$ cat src/rtl/irq_gather_pkg.sv
package irq_gather_pkg;
  localparam int unsigned ADDR_W = 3;

  typedef enum logic [ADDR_W-1:0] {
    SEL_MASK = 3'd0,
    SEL_TRIG = 3'd1,
    SEL_POL  = 3'd2,
    SEL_CLR  = 3'd3,
    SEL_SUM  = 3'd4,
    SEL_RST  = 3'd5
  } reg_sel_e;
endpackage

$ cat src/rtl/irq_gather_rstsync.sv
module irq_gather_rstsync #(
  parameter int unsigned STAGES = 2
) (
  input  logic clk_i,
  input  logic rst_ni,
  output logic rst_sync_no
);
  logic [STAGES-1:0] chain_q;
  logic [STAGES-1:0] chain_d;

  always_comb begin
    chain_d = {chain_q[STAGES-2:0], 1'b1};
  end

  always_ff @(posedge clk_i or negedge rst_ni) begin
    if (!rst_ni) chain_q <= '0;
    else         chain_q <= chain_d;
  end

  assign rst_sync_no = chain_q[STAGES-1];
endmodule

$ cat src/rtl/irq_gather_sync.sv
module irq_gather_sync #(
  parameter int unsigned WIDTH = 32
) (
  input  logic             clk_i,
  input  logic             rst_ni,
  input  logic [WIDTH-1:0] async_i,
  output logic [WIDTH-1:0] sync_o
);
  logic [WIDTH-1:0] meta_q;
  logic [WIDTH-1:0] stab_q;

  always_ff @(posedge clk_i or negedge rst_ni) begin
    if (!rst_ni) begin
      meta_q <= '0;
      stab_q <= '0;
    end else begin
      meta_q <= async_i;
      stab_q <= meta_q;
    end
  end

  assign sync_o = stab_q;
endmodule

$ cat src/rtl/irq_gather_line.sv
module irq_gather_line (
  input  logic clk_i,
  input  logic rst_ni,
  input  logic sync_i,
  input  logic pol_high_i,
  input  logic trig_edge_i,
  input  logic clr_i,
  output logic pend_o
);
  logic norm;
  logic prev_q;
  logic pend_q;
  logic pend_d;
  logic rise;

  // normalise to active-high
  assign norm = pol_high_i ? sync_i : ~sync_i;
  assign rise = norm & ~prev_q;

  always_comb begin
    if (trig_edge_i) begin
      if (clr_i) pend_d = 1'b0;
      else       pend_d = pend_q | rise;
    end else begin
      pend_d = norm;
    end
  end

  always_ff @(posedge clk_i or negedge rst_ni) begin
    if (!rst_ni) begin
      prev_q <= 1'b0;
      pend_q <= 1'b0;
    end else begin
      prev_q <= norm;
      pend_q <= pend_d;
    end
  end

  assign pend_o = pend_q;
endmodule

$ cat src/rtl/irq_gather_regs.sv
module irq_gather_regs
  import irq_gather_pkg::*;
#(
  parameter int unsigned       WIDTH   = 32,
  parameter logic [WIDTH-1:0]  RST_KEY = 32'h0000_DEAD
) (
  input  logic              clk_i,
  input  logic              rst_ni,
  input  logic [ADDR_W-1:0] addr_i,
  input  logic              wr_en_i,
  input  logic [WIDTH-1:0]  wr_data_i,
  input  logic [WIDTH-1:0]  summary_i,
  output logic [WIDTH-1:0]  rd_data_o,
  output logic [WIDTH-1:0]  mask_o,
  output logic [WIDTH-1:0]  trig_o,
  output logic [WIDTH-1:0]  pol_o,
  output logic [WIDTH-1:0]  clr_o,
  output logic              sys_rst_o
);
  logic [WIDTH-1:0] mask_q, trig_q, pol_q, clr_q;
  logic             mask_en, trig_en, pol_en, clr_en;
  logic             pulse_d, pulse_q;

  always_comb begin
    mask_en = wr_en_i && (addr_i == SEL_MASK);
    trig_en = wr_en_i && (addr_i == SEL_TRIG);
    pol_en  = wr_en_i && (addr_i == SEL_POL);
    clr_en  = wr_en_i && (addr_i == SEL_CLR);
    pulse_d = wr_en_i && (addr_i == SEL_RST) && (wr_data_i == RST_KEY);
  end

  always_ff @(posedge clk_i or negedge rst_ni) begin
    if (!rst_ni) begin
      mask_q  <= '0;
      trig_q  <= '0;
      pol_q   <= '0;
      clr_q   <= '0;
      pulse_q <= 1'b0;
    end else begin
      if (mask_en) mask_q <= wr_data_i;
      if (trig_en) trig_q <= wr_data_i;
      if (pol_en)  pol_q  <= wr_data_i;
      if (clr_en)  clr_q  <= wr_data_i;
      pulse_q <= pulse_d;
    end
  end

  always_comb begin
    unique case (addr_i)
      SEL_MASK: rd_data_o = mask_q;
      SEL_TRIG: rd_data_o = trig_q;
      SEL_POL:  rd_data_o = pol_q;
      SEL_CLR:  rd_data_o = clr_q;
      SEL_SUM:  rd_data_o = summary_i;
      default:  rd_data_o = '0;
    endcase
  end

  assign mask_o    = mask_q;
  assign trig_o    = trig_q;
  assign pol_o     = pol_q;
  assign clr_o     = clr_q;
  assign sys_rst_o = pulse_q;
endmodule

$ cat src/rtl/irq_gather.sv
module irq_gather
  import irq_gather_pkg::*;
#(
  parameter int unsigned      NUM_LINES    = 32,
  parameter logic [31:0]      VALID_LINES  = 32'h800F_FFFF,
  parameter int unsigned      CASCADE_LINE = 31,
  parameter int unsigned      DEAD_LO      = 20,
  parameter int unsigned      DEAD_HI      = 30,
  parameter logic [31:0]      RST_KEY      = 32'h0000_DEAD
) (
  input  logic                  clk_i,
  input  logic                  rst_ni,
  input  logic [NUM_LINES-1:0]  req_i,
  input  logic [ADDR_W-1:0]     addr_i,
  input  logic                  wr_en_i,
  input  logic [NUM_LINES-1:0]  wr_data_i,
  output logic [NUM_LINES-1:0]  rd_data_o,
  output logic                  irq_o,
  output logic                  sys_rst_o
);
  function automatic logic [NUM_LINES-1:0] range_mask(int unsigned lo, int unsigned hi);
    logic [NUM_LINES-1:0] m;
    m = '0;
    for (int unsigned i = 0; i < NUM_LINES; i++) begin
      if (i >= lo && i <= hi) m[i] = 1'b1;
    end
    return m;
  endfunction

  localparam logic [NUM_LINES-1:0] DEAD_MASK  = range_mask(DEAD_LO, DEAD_HI);
  localparam logic [NUM_LINES-1:0] FORCE_HIGH = range_mask(CASCADE_LINE, CASCADE_LINE);
  localparam logic [NUM_LINES-1:0] VALID_EFF  = VALID_LINES[NUM_LINES-1:0] & ~DEAD_MASK;

  logic                 rst_sync_n;
  logic [NUM_LINES-1:0] sync_w;
  logic [NUM_LINES-1:0] pend_w;
  logic [NUM_LINES-1:0] summary_w;
  logic [NUM_LINES-1:0] mask_w, trig_w, pol_w, clr_w, pol_eff;
  logic                 irq_d, irq_q;

  irq_gather_rstsync #(.STAGES(2)) u_rstsync (
    .clk_i       (clk_i),
    .rst_ni      (rst_ni),
    .rst_sync_no (rst_sync_n)
  );

  irq_gather_sync #(.WIDTH(NUM_LINES)) u_sync (
    .clk_i   (clk_i),
    .rst_ni  (rst_sync_n),
    .async_i (req_i),
    .sync_o  (sync_w)
  );

  assign pol_eff = pol_w | FORCE_HIGH;

  for (genvar g = 0; g < NUM_LINES; g++) begin : g_line
    irq_gather_line u_line (
      .clk_i       (clk_i),
      .rst_ni      (rst_sync_n),
      .sync_i      (sync_w[g]),
      .pol_high_i  (pol_eff[g]),
      .trig_edge_i (trig_w[g]),
      .clr_i       (clr_w[g]),
      .pend_o      (pend_w[g])
    );
  end

  assign summary_w = pend_w & VALID_EFF;

  irq_gather_regs #(.WIDTH(NUM_LINES), .RST_KEY(RST_KEY[NUM_LINES-1:0])) u_regs (
    .clk_i     (clk_i),
    .rst_ni    (rst_sync_n),
    .addr_i    (addr_i),
    .wr_en_i   (wr_en_i),
    .wr_data_i (wr_data_i),
    .summary_i (summary_w),
    .rd_data_o (rd_data_o),
    .mask_o    (mask_w),
    .trig_o    (trig_w),
    .pol_o     (pol_w),
    .clr_o     (clr_w),
    .sys_rst_o (sys_rst_o)
  );

  always_comb begin
    irq_d = |(summary_w & mask_w);
  end

  always_ff @(posedge clk_i or negedge rst_sync_n) begin
    if (!rst_sync_n) irq_q <= 1'b0;
    else             irq_q <= irq_d;
  end

  assign irq_o = irq_q;
endmodule

$ cat config.mk
export PLATFORM = sky130hd
export DESIGN_NAME = irq_gather
export DESIGN_NICKNAME = d
export VERILOG_FILES = /design/src/rtl/irq_gather_pkg.sv /design/src/rtl/irq_gather_rstsync.sv /design/src/rtl/irq_gather_sync.sv /design/src/rtl/irq_gather_line.sv /design/src/rtl/irq_gather_regs.sv /design/src/rtl/irq_gather.sv
export SDC_FILE = /design/constraint.sdc
export NUM_CORES = 1
export LEC_CHECK = 0
export CORE_MARGIN = 2
export CORE_UTILIZATION = 57
export DETAILED_ROUTE_END_ITERATION = 10
export DONT_BUFFER_PORTS = 1
export PLACE_DENSITY = 0.74
export SYNTH_ARGS = -nofsm -noshare
export SYNTH_HDL_FRONTEND = slang
export SYNTH_SLANG_ARGS = --single-unit
$ cat constraint.sdc
create_clock -name clk_i -period 6 [get_ports clk_i]
set_input_delay 1.5 -clock clk_i [delete_from_list [all_inputs] [get_ports clk_i]]
set_output_delay 1.5 -clock clk_i [all_outputs]
set_load 0.05 [all_outputs]
# Yosys cells after proc, flatten, opt, wreduce, memory -nomap -nowiden
# Cells that the tools add are included.
# W data, S select, Z words.
# word_totals
ff_bits	238
# op_classes
eq_ne	6
mux	63
bitwise	84
reduce_logical	8
# ops
operator	n
$pmux W32 S5	1
$mux W1	62
$not A1 Y1	41
$and A32 B32 Y32	1
$eq A32 B16 Y1 const B	1
$reduce_or A32 Y1	1
$and A1 B1 Y1	21
$or A1 B1 Y1	21
$eq A3 B2 Y1 const B	2
$eq A3 B3 Y1 const B	2
$logic_and A1 B1 Y1	6
$eq A3 B1 Y1 const B	1
$logic_not A3 Y1	1

# Longest topological paths before layout
# Gate-level depths: netlist of the first run.
# logic_depth
depth_word	6
depth_mapped	6
depth_no_buf	3

# By module
# From an unflattened synthesis of the first run, not the netlist that was laid out.
# hier_totals
cells_unflattened	658
area_unflattened_um2	9411.5
# modules_own_cells
module	n_inst	cells_per_inst	area_per_inst_um2
irq_gather_regs	1	406	5941.9
irq_gather_line	21	8	80.1
irq_gather_sync	1	64	1601.5
irq_gather	1	17	132.6
irq_gather_rstsync	1	3	53.8

# Least setup slack after synthesis of the first run
# OpenSTA, ideal clock, no wires.
# synth_timing
kind	in2out
from	in addr_i[0]
to	out rd_data_o[21]
t_arrival_ns	2.842
required_ns	4.500
slack_ns	1.658
stages	4
n_path_buf	2
path_cell_list	buf_4 > buf_6 > mux4_2 > nor2b_1
# synth_between
elab_chain_cells	2
word_cells_on_any_way	6
cone_classes	eq/ne (4); mux (1); reduce/logical (1)
# synth_lines
element	line_no	text
from (decl)	irq_gather.sv:14	input logic [ADDR_W-1:0] addr_i,
$eq A3 B3 Y1 (tied with other cells)	irq_gather_regs.sv:49	unique case (addr_i)
$pmux W32 S5 (*)	irq_gather_regs.sv:49	
to (decl)	irq_gather.sv:17	output logic [NUM_LINES-1:0] rd_data_o,
# Mark *: on every way between the ends. The rest lies on a longest branch, timed or not.

# Worst setup path after layout of the first run
# layout_timing
from	in addr_i[2]
to	out rd_data_o[1]
# The elaborated chain is that of the path after synthesis.

==> flow_metrics.env, run 1 <==
export IMPL_grt_pass1_vias=5544
export IMPL_synth_cells=581
export IMPL_fin_nets=660
export IMPL_drt_total_wl_mm=19.12
export IMPL_finalSetupViolCount=0
export IMPL_dr_pass1_iters=4
export IMPL_intPower_uw=2890
export IMPL_antenna_found_initial=0
export IMPL_fin_crit_ns=4.623
export IMPL_finalCritPeriodShare_pct=77.05
export IMPL_drtAntennaViolNets=0
export IMPL_wl_per_cell_um=24.08
export IMPL_grt_overflow_total=0
export IMPL_power_uw=4059
export IMPL_seqPwrFrac_pct=48.9
export IMPL_postCtsHoldBufs=0
export IMPL_synthMuxAreaShare_pct=21.55
export IMPL_placed_cells=753
export IMPL_core_um2=15150
export IMPL_htree_num_levels=1
export IMPL_synth_area_um2=8820
export IMPL_viasPerCell=6.353
export IMPL_yosys_area_share_simple_pct=3.093
export IMPL_die_x_um=128.4
export IMPL_ys_seq_area_share_pct=61.29
export IMPL_slew_violations=0
export IMPL_num_vias=5044
export IMPL_ys_ff_latch=216
export IMPL_timing_slew_headroom_pct=21.13
export IMPL_rsz0062_at_grt="false"
export IMPL_cts_tree="done"
export IMPL_grt_pass1_wl_mm=30.40
export IMPL_ys_types=36
export IMPL_dr_wl_met3_mm=1.379
export IMPL_worst_slack_ns=1.377
export IMPL_placementRows=45
export IMPL_globalplace_congestion=0.8046
export IMPL_die_area_um2=16480
export IMPL_swShare_pct=28.79
export IMPL_root_buffer="clkbuf_16"
export IMPL_yosysMostFrequentCell="dfrtp_1"
export IMPL_clk_pin_slew_ns=0.06
export IMPL_wl_met2_mm=9.300
export IMPL_clk_latency_ns=0.50
export IMPL_die_y_um=128.4
export IMPL_cp_max_fo=21
export IMPL_grt_usage_pct=24.01
export IMPL_synth_edf_count=0
export IMPL_ioPinCount=104
export IMPL_cellLeakagePower_uw=0.004236
export IMPL_synth_compound_area_share_pct=8.923
export IMPL_antenna_cells=0
export IMPL_synth_nets=651
export IMPL_area_growth_pct=10.23
export IMPL_instances_no_fill=794
export IMPL_finalSetupTns_ns=0
export IMPL_critical_path_class="input port to output pin"
export IMPL_p_per_area_nw_per_um2=417.5
export IMPL_synth_xor_area_share_pct=1.986
export IMPL_end_kind="output pin"
export IMPL_start_util_pct=58.23
export IMPL_synth_area_leaders="dfrtp_1 61%, mux2_2 11%, mux2_1 5.2%, mux4_2 2.8%, a221o_1 2.3%"
export IMPL_clock_sinks=216
export IMPL_cts_repair_resized=0
export IMPL_wl_met1_mm=7.979
export IMPL_route_detailed_drc=0
export IMPL_crit_path_start_kind="input port"
export IMPL_synthAdderAreaFrac_pct=0
export IMPL_drv_cap=0
export IMPL_final_area_um2=9722
export IMPL_synth_top_family_by_area="multiplexers"
export IMPL_grt_start_max_net_pins=215
export IMPL_finClkSkew_ns=0.006960
export IMPL_cts_setup_buffers=0
export IMPL_switchingPower_uw=1169
export IMPL_ctsLongestPathBuffers=3
export IMPL_peakVddDrop_uv=268.2
export IMPL_synth_common_cells="216 x dfrtp_1, 88 x mux2_2, 41 x mux2_1"
export IMPL_hp_class="flip-flop to flip-flop"
export IMPL_worst_ep_arrival_time_ns=3.12
export IMPL_fmax_mhz=216.3
export IMPL_drive_above_1_share_pct=25.91
export IMPL_synth_top_cell_by_area="dfrtp_1"
export IMPL_drtIter0Drc=368
export IMPL_clkPwrFrac_pct=33.5
export IMPL_tightest_slew_ns=1.183
export IMPL_pre_cts_slack_ns=1.391
export IMPL_dp_hpwl_mm=12.16
export IMPL_hold_viol=0
export IMPL_pwr_share_comb_pct=17.6
export IMPL_yosysWarnings=0
export IMPL_dr_max_layer_used="met4"
export IMPL_cts_made_buffers=23
export IMPL_synth_avg_cell_area_um2=15.18
export IMPL_ys_async_sr_fraction_pct=100.0
export IMPL_status="finished, final reports clean"
export IMPL_port_buffers=0
export IMPL_cp_required_ns=4.50
export IMPL_place_area_um2=8990
export IMPL_synth_main_ff_cell="dfrtp_1"
export IMPL_synth_top_area_share_pct=61.29
layout make-up:
cell class,instances,area [um2]
clock buffer,29,638.1
tap,188,235.2
multi-input combinational,314,3149
sequential,216,5409
timing repair buffer,14,117.6
fill,1076,5424
inverter,21,78.83
clock inverter,12,93.84
routing by layer:
metal	vias to the layer above	global-route usage [%]
li1	2185	-
met1	2663	31.65
met2	158	40.11
met3	38	5.821
met4	0	7.111
met5	-	0
worst max-delay path: stages:
cell       delay, ns
nand2b_1        0.87
o2bb2ai_1       0.19
a221o_1         0.54
per-stage QoR:
step	util, %	hold WS (ns)
floorplan	-	0.3311
global placement	59.36	0.3319
detailed placement	59.36	0.3347
CTS	64.19	0.3478
global route	64.19	0.3546
finish	64.19	0.3461
sequential cells by signal (all words and copies together) (netlist names), 2 cells and up:
register / flops
u_sync.meta_q: 21
u_regs.clr_o: 32
g_line.u_line.prev_q: 21
u_regs.pol_o: 32
g_line.u_line.pend_o: 21
u_rstsync.chain_q: 2
u_sync.sync_o: 21
u_regs.trig_o: 32
u_regs.mask_o: 32
power by group through the flow:
stage	registers [uW]	logic [uW]	clock network, uW
after floorplan	1950	606	0
after global placement	1980	685	0
after detailed placement	2010	717	0
after CTS	1980	720	1400
after global routing	2020	772	1460
final	1980	713	1360
kinds of logic (layout without fill, tap and decap cells):
group / after synthesis / after routing
compound gates: 95 / 95
xor+xnor: 20 / 20
buf+inv: 51 / 76
flops: 216 / 216
mux: 160 / 160
other cells: 1 / 1
simple gates: 38 / 38
layout by cell type, fill, tap and decap left out, types with 2 or more instances in the layout:
master      count
nand3_1         3
clkbuf_16      23
inv_1          21
mux2_1         41
clkinvlp_4      2
o22ai_1        22
nor4_1          4
clkinv_2        8
o2bb2ai_1      20
nor3b_2         2
clkbuf_8        4
a221o_1        20
mux2_2         88
nand4b_1        2
buf_4          13
dfrtp_1       215
a22oi_1        10
mux4_2         11
mux2i_1        20
and2_1          2
a2bb2oi_1      21
xor2_1         20
clkbuf_1        2
nor2b_1        12
and4b_1         2
nand4_1         2
worst paths after layout:
path	cells past startpoint	endpoint	startpoint	slack, ns
setup / recovery	3	rd_data_o[1]	addr_i[2]	1.38
hold / removal	0	u_sync.sync_o[10]	u_sync.meta_q[10]	0.35
setup reg to reg	3	irq_o	u_regs.mask_o[13]	4.35
hold reg to reg	0	u_sync.sync_o[10]	u_sync.meta_q[10]	0.35
max in group asynchronous	1	u_regs.trig_o[12]	u_rstsync.chain_q[1]	4.64
min in group asynchronous	1	g_line[7].u_line.prev_q	u_rstsync.chain_q[1]	0.56
(Power assumes the default switching activity.)
==> inputs of run 2 (changes only) <==
- ABC_AREA: unset -> 1
- CORE_UTILIZATION: 57 -> 63
- PLACE_DENSITY: 0.74 -> 0.78
- clock period: 6 -> 4.4 ns (I/O delays scaled with it)
==> flow_metrics.env, run 2 <==
export IMPL_viasPerCell=5.373
export IMPL_cp_required_ns=3.30
export IMPL_clk_latency_ns=0.52
export IMPL_drt_total_wl_mm=20.31
export IMPL_reg2reg_slack_ns=3.04
export IMPL_timing_slew_headroom_pct=38.93
export IMPL_synth_top_area_share_pct=57.34
export IMPL_peakVddDrop_uv=304.3
export IMPL_port_buffers=0
export IMPL_grt_start_max_net_pins=90
export IMPL_r2r_end="u_sync.sync_o[8]"
export IMPL_globalplace_congestion=0.7967
export IMPL_cp_max_fo=11
export IMPL_finalSetupViolCount=0
export IMPL_grt_overflow_total=0
export IMPL_ioPinCount=104
export IMPL_placementRows=44
export IMPL_yosysMostFrequentCell="nand2_1"
export IMPL_yosys_area_share_simple_pct=19.14
export IMPL_antenna_found_initial=1
export IMPL_ys_types=25
export IMPL_drtAntennaViolNets=0
export IMPL_clk_pin_slew_ns=0.06
export IMPL_area_growth_pct=8.348
export IMPL_synth_edf_count=0
export IMPL_fin_crit_ns=3.669
export IMPL_fmax_mhz=272.5
export IMPL_slowest_delay_ns=0.40
export IMPL_grt_usage_pct=26.34
export IMPL_synth_top_family_by_area="simple AND/OR/NAND/NOR gates"
export IMPL_slew_violations=0
export IMPL_ys_async_sr_fraction_pct=100.0
export IMPL_fin_nets=1099
export IMPL_synthAdderAreaFrac_pct=0
export IMPL_synthMuxAreaShare_pct=0
export IMPL_grt_pass1_vias=6496
export IMPL_cts_setup_buffers=0
export IMPL_ys_seq_area_share_pct=57.34
export IMPL_cellLeakagePower_uw=0.005252
export IMPL_yosysWarnings=0
export IMPL_synth_main_ff_cell="dfrtp_1"
export IMPL_route_detailed_drc=0
export IMPL_clock_sinks=216
export IMPL_end_kind="output pin"
export IMPL_cts_made_buffers=23
export IMPL_cts_repair_resized=0
export IMPL_dr_pass1_iters=5
export IMPL_finalCritPeriodShare_pct=83.39
export IMPL_status="finished, final reports clean"
export IMPL_synth_cells=1037
export IMPL_htree_num_levels=1
export IMPL_synth_common_cells="353 x nand2_1, 216 x dfrtp_1, 130 x inv_1"
export IMPL_tightest_slew_ns=0.9161
export IMPL_finalSetupTns_ns=0
export IMPL_dp_hpwl_mm=12.25
export IMPL_post_route_util_pct=70.01
export IMPL_wl_per_cell_um=16.50
export IMPL_synth_xor_area_share_pct=1.858
export IMPL_rsz0062_at_grt="false"
export IMPL_root_buffer="clkbuf_16"
export IMPL_grt_pass1_wl_mm=33.41
export IMPL_synth_nets=1107
export IMPL_hold_viol=0
export IMPL_postCtsHoldBufs=0
export IMPL_worstReg2RegStart="u_rstsync.chain_q[1]"
export IMPL_synth_area_leaders="dfrtp_1 57%, nand2_1 14%, o21ai_2 6.2%, inv_1 5.2%, buf_6 2.2%"
export IMPL_hp_class="input port to asynchronous set/reset pin"
export IMPL_crit_path_start_kind="input port"
export IMPL_die_y_um=126.3
export IMPL_r2r_cells=1
export IMPL_core_um2=14590
export IMPL_cts_tree="done"
export IMPL_synth_avg_cell_area_um2=9.090
export IMPL_ctsLongestPathBuffers=3
export IMPL_final_cell_mix="353 x nand2_1, 215 x dfrtp_1, 130 x inv_1, 67 x o21ai_2, 52 x nor2_1"
export IMPL_finClkSkew_ns=0.01637
export IMPL_synth_compound_area_share_pct=12.80
export IMPL_die_x_um=126.3
export IMPL_whs_ns=0.2704
export IMPL_n_fill_cell=1125
export IMPL_cp_slowest_cell="nand2_1"
export IMPL_worst_ep_arrival_time_ns=2.57
export IMPL_num_vias=6614
export IMPL_p_per_area_nw_per_um2=543.1
export IMPL_synth_area_um2=9427
export IMPL_critical_path_class="input port to output pin"
export IMPL_ys_ff_latch=216
export IMPL_final_common_cell="nand2_1"
export IMPL_worstPathCellList="nor2_1 > buf_4 > nand2_1 > o21ai_0 > nor2_1 > nand2_1"
export IMPL_drv_cap=0
export IMPL_die_area_um2=15960
export IMPL_drive_above_1_share_pct=12.05
export IMPL_start_util_pct=64.61
export IMPL_synth_top_cell_by_area="dfrtp_1"
export IMPL_drtIter0Drc=459
[run 2: routing by layer]
layer	global-route usage [%]	part of all wire [%]	up-vias
li1	-	-	3227
met2	43.20	48	180
met4	6.787	2.1	0
met1	36.59	44	3180
met3	5.399	6.4	27
met5	0	0	-
[run 2: cells by family after synthesis]
logic type                count (synthesis)
AOI/OAI and AO/OA                       184
xor gates and xnor gates                 20
buffers and inverters                   173
DFF                                     216
other                                     1
and+or+nand+nor                         443
[run 2: worst max path at each step]
stage	startpoint	to	slack, ns	cells after the start
6_report	addr_i[0]	rd_data_o[5]	0.73	6
5_1_grt	addr_i[0]	rd_data_o[5]	0.59	6
4_1_cts	addr_i[0]	rd_data_o[5]	0.69	6
3_5_place_dp	addr_i[0]	rd_data_o[5]	0.69	6
3_3_place_gp	addr_i[0]	rd_data_o[5]	0.70	6
2_1_floorplan	u_rstsync.chain_q[1]	g_line[0].u_line.pend_o	0.85	0
[run 2: area by class of cell]
cell class	count	area (um2)	share of cell area, %
flip-flops and latches	216	5409	52.96
clock inverters	7	103.9	1.017
multi-input cells	648	3189	31.23
inverters	132	495.5	4.851
diodes	1	2.502	0.02450
repair buffers	8	72.57	0.7105
clock buffers	35	710.7	6.958
well taps	184	230.2	2.254
[run 2: per-stage QoR]
| step | cells | cell area [um2] | power (uW) | setup slack, ns |
|---|---|---|---|---|
| CTS | 1230 | 10210 | 5582 | 0.6932 |
| global route | 1230 | 10210 | 5832 | 0.5919 |
| finish | 1231 | 10210 | 5547 | 0.7308 |
| floorplan | 1037 | 9428 | 3365 | 0.8463 |
| detailed placement | 1188 | 9397 | 3557 | 0.6866 |
| global placement | 1188 | 9397 | 3514 | 0.7027 |
[run 2: power breakdown]
part	internal [uW]	switching [uW]
Clock	1240	778
Combinational	304	616
Sequential	2340	268
[run 2: worst max-delay path, delay by kind of cell]
family	cells	cell delay (ns)
AND/OR/NAND/NOR	4	0.94
AO/OA/AOI/OAI	1	0.29
buffers and inverters	1	0.22
==> inputs of run 3 (changes only) <==
- clock period: 4.4 -> 3.63 ns (I/O delays scaled with it)
==> flow_metrics.env, run 3 (synthesized netlist as in run 2, its figures left out) <==
export IMPL_placementRows=44
export IMPL_crit_family="buffers and inverters"
export IMPL_fin_crit_ns=3.033
export IMPL_tightest_slew_ns=0.8587
export IMPL_path_buf_inv=3
export IMPL_port_buffers=0
export IMPL_finalSetupTns_ns=0
export IMPL_hold_viol=0
export IMPL_cp_max_fo=22
export IMPL_power_uw=6921
export IMPL_dr_pass1_iters=5
export IMPL_area_growth_pct=13.49
export IMPL_swShare_pct=29.29
export IMPL_finalSetupViolCount=0
export IMPL_fin_nets=1135
export IMPL_viasPerCell=5.403
export IMPL_grt_start_max_net_pins=65
export IMPL_crit_path_start_kind="input port"
export IMPL_final_area_um2=10700
export IMPL_cellLeakagePower_uw=0.005506
export IMPL_p_per_area_nw_per_um2=647.0
export IMPL_globalplace_congestion=0.7826
export IMPL_pwr_share_comb_pct=18.3
export IMPL_finalCritPeriodShare_pct=83.55
export IMPL_worstPathCellList="inv_2 > nand3_1 > inv_2 > nand2_1 > nand2_1 > nor2_1 > nand2_1 > buf_4"
export IMPL_grt_usage_pct=26.84
export IMPL_dp_hpwl_mm=13.10
export IMPL_slew_violations=0
export IMPL_finClkSkew_ns=0.007038
export IMPL_peakVddDrop_uv=419.8
export IMPL_route_detailed_drc=0
export IMPL_cp_slowest_cell="inv_2"
export IMPL_seqPwrFrac_pct=45.9
export IMPL_final_common_cell="nand2_1"
export IMPL_ctsLongestPathBuffers=3
export IMPL_crit_path_frequent_cell="nand2_1"
export IMPL_cts_setup_buffers=0
export IMPL_core_um2=14590
export IMPL_drtIter0Drc=572
export IMPL_switchingPower_uw=2027
export IMPL_hp_class="input port to asynchronous set/reset pin"
export IMPL_critical_path_class="input port to output pin"
export IMPL_end_kind="output pin"
export IMPL_cts_tree="done"
export IMPL_clkPwrFrac_pct=35.8
export IMPL_start_util_pct=64.61
export IMPL_n_fill_cell=1028
export IMPL_timing_slew_headroom_pct=42.76
export IMPL_worst_ep_arrival_time_ns=2.13
export IMPL_final_cell_mix="353 x nand2_1, 215 x dfrtp_1, 130 x inv_1, 67 x o21ai_2, 52 x nor2_1"
export IMPL_num_vias=6851
export IMPL_drtAntennaViolNets=0
export IMPL_rsz0062_at_grt="false"
export IMPL_status="finished, final reports clean"
export IMPL_slowest_delay_ns=0.46
export IMPL_root_buffer="clkbuf_16"
export IMPL_cp_required_ns=2.72
export IMPL_multiInputGateArea_um2=3189
export IMPL_die_x_um=126.3
export IMPL_postCtsHoldBufs=0
export IMPL_die_y_um=126.3
export IMPL_clk_latency_ns=0.50
export IMPL_seq_area_um2=5409
export IMPL_cts_repair_resized=0
export IMPL_intPower_uw=4894
export IMPL_clk_pin_slew_ns=0.05
export IMPL_grt_overflow_total=0
export IMPL_clock_sinks=216
export IMPL_grt_pass1_vias=6860
export IMPL_htree_num_levels=1
export IMPL_wl_per_cell_um=16.27
export IMPL_drive_above_1_share_pct=15.06
export IMPL_antenna_found_initial=2
export IMPL_cts_made_buffers=23
export IMPL_grt_pass1_wl_mm=34.07
export IMPL_drt_total_wl_mm=20.63
export IMPL_drv_cap=0
export IMPL_die_area_um2=15960
export IMPL_place_area_um2=9867
export IMPL_fmax_mhz=329.7
export IMPL_ioPinCount=104
-- run 3: cell count changes in the layout (fill, tap and decap cells not counted), sizes merged --
cell / delta
diode: +1
clkbuf: -1
bufinv: +1
buf: +36
-- run 3: path summary, 6_finish.rpt --
kind                                 startpoint              endpoint  slack, ns  cells past startpoint
max                                   addr_i[2]         rd_data_o[11]       0.60                      8
min                                      rst_ni  u_rstsync.chain_q[0]        0.1                      0
max reg2reg                u_rstsync.chain_q[1]     u_regs.trig_o[22]       2.38                      1
min reg2reg                   u_sync.meta_q[16]     u_sync.sync_o[16]       0.34                      0
max in group asynchronous  u_rstsync.chain_q[1]     u_regs.trig_o[22]       2.38                      1
min in group clk_i            u_sync.meta_q[16]     u_sync.sync_o[16]       0.34                      0
-- run 3: power groups by stage --
stage / clock, uW / combinational, uW / sequential, uW
finish: 2480 / 1270 / 3180
global route: 2630 / 1420 / 3230
CTS: 2520 / 1280 / 3170
detailed placement: 0 / 1270 / 3200
global placement: 0 / 1220 / 3190
floorplan: 0 / 937 / 3140
-- run 3: routing by layer --
layer | global-route usage (%) | part of all wire, % | wire, um
met3 | 5.989 | 6.6 | 1360
met2 | 42.66 | 48 | 9853
met1 | 37.26 | 43 | 8819
met5 | 0 | 0 | 0
met4 | 9.114 | 2.9 | 596
-- run 3: cell type report --
type | count | share of cell area, %
repair buffers | 44 | 5.076
clock buffers | 34 | 6.608
clock inverters | 8 | 1.111
well taps | 184 | 2.152
inverters | 132 | 4.632
diodes | 2 | 0.04678
flip-flops and latches | 216 | 50.56
multi-input cells | 648 | 29.81
-- run 3: per-stage QoR --
stage	setup WS (ns)	hold slack (ns)	util [%]	cells
after floorplan	0.07627	0.3311	-	1037
after global placement	0.5988	0.3333	67.63	1224
after detailed placement	0.5676	0.3347	67.63	1224
after CTS	0.5751	0.08803	73.29	1266
after global routing	0.4902	0.07707	73.31	1267
final	0.5973	0.09930	73.33	1268
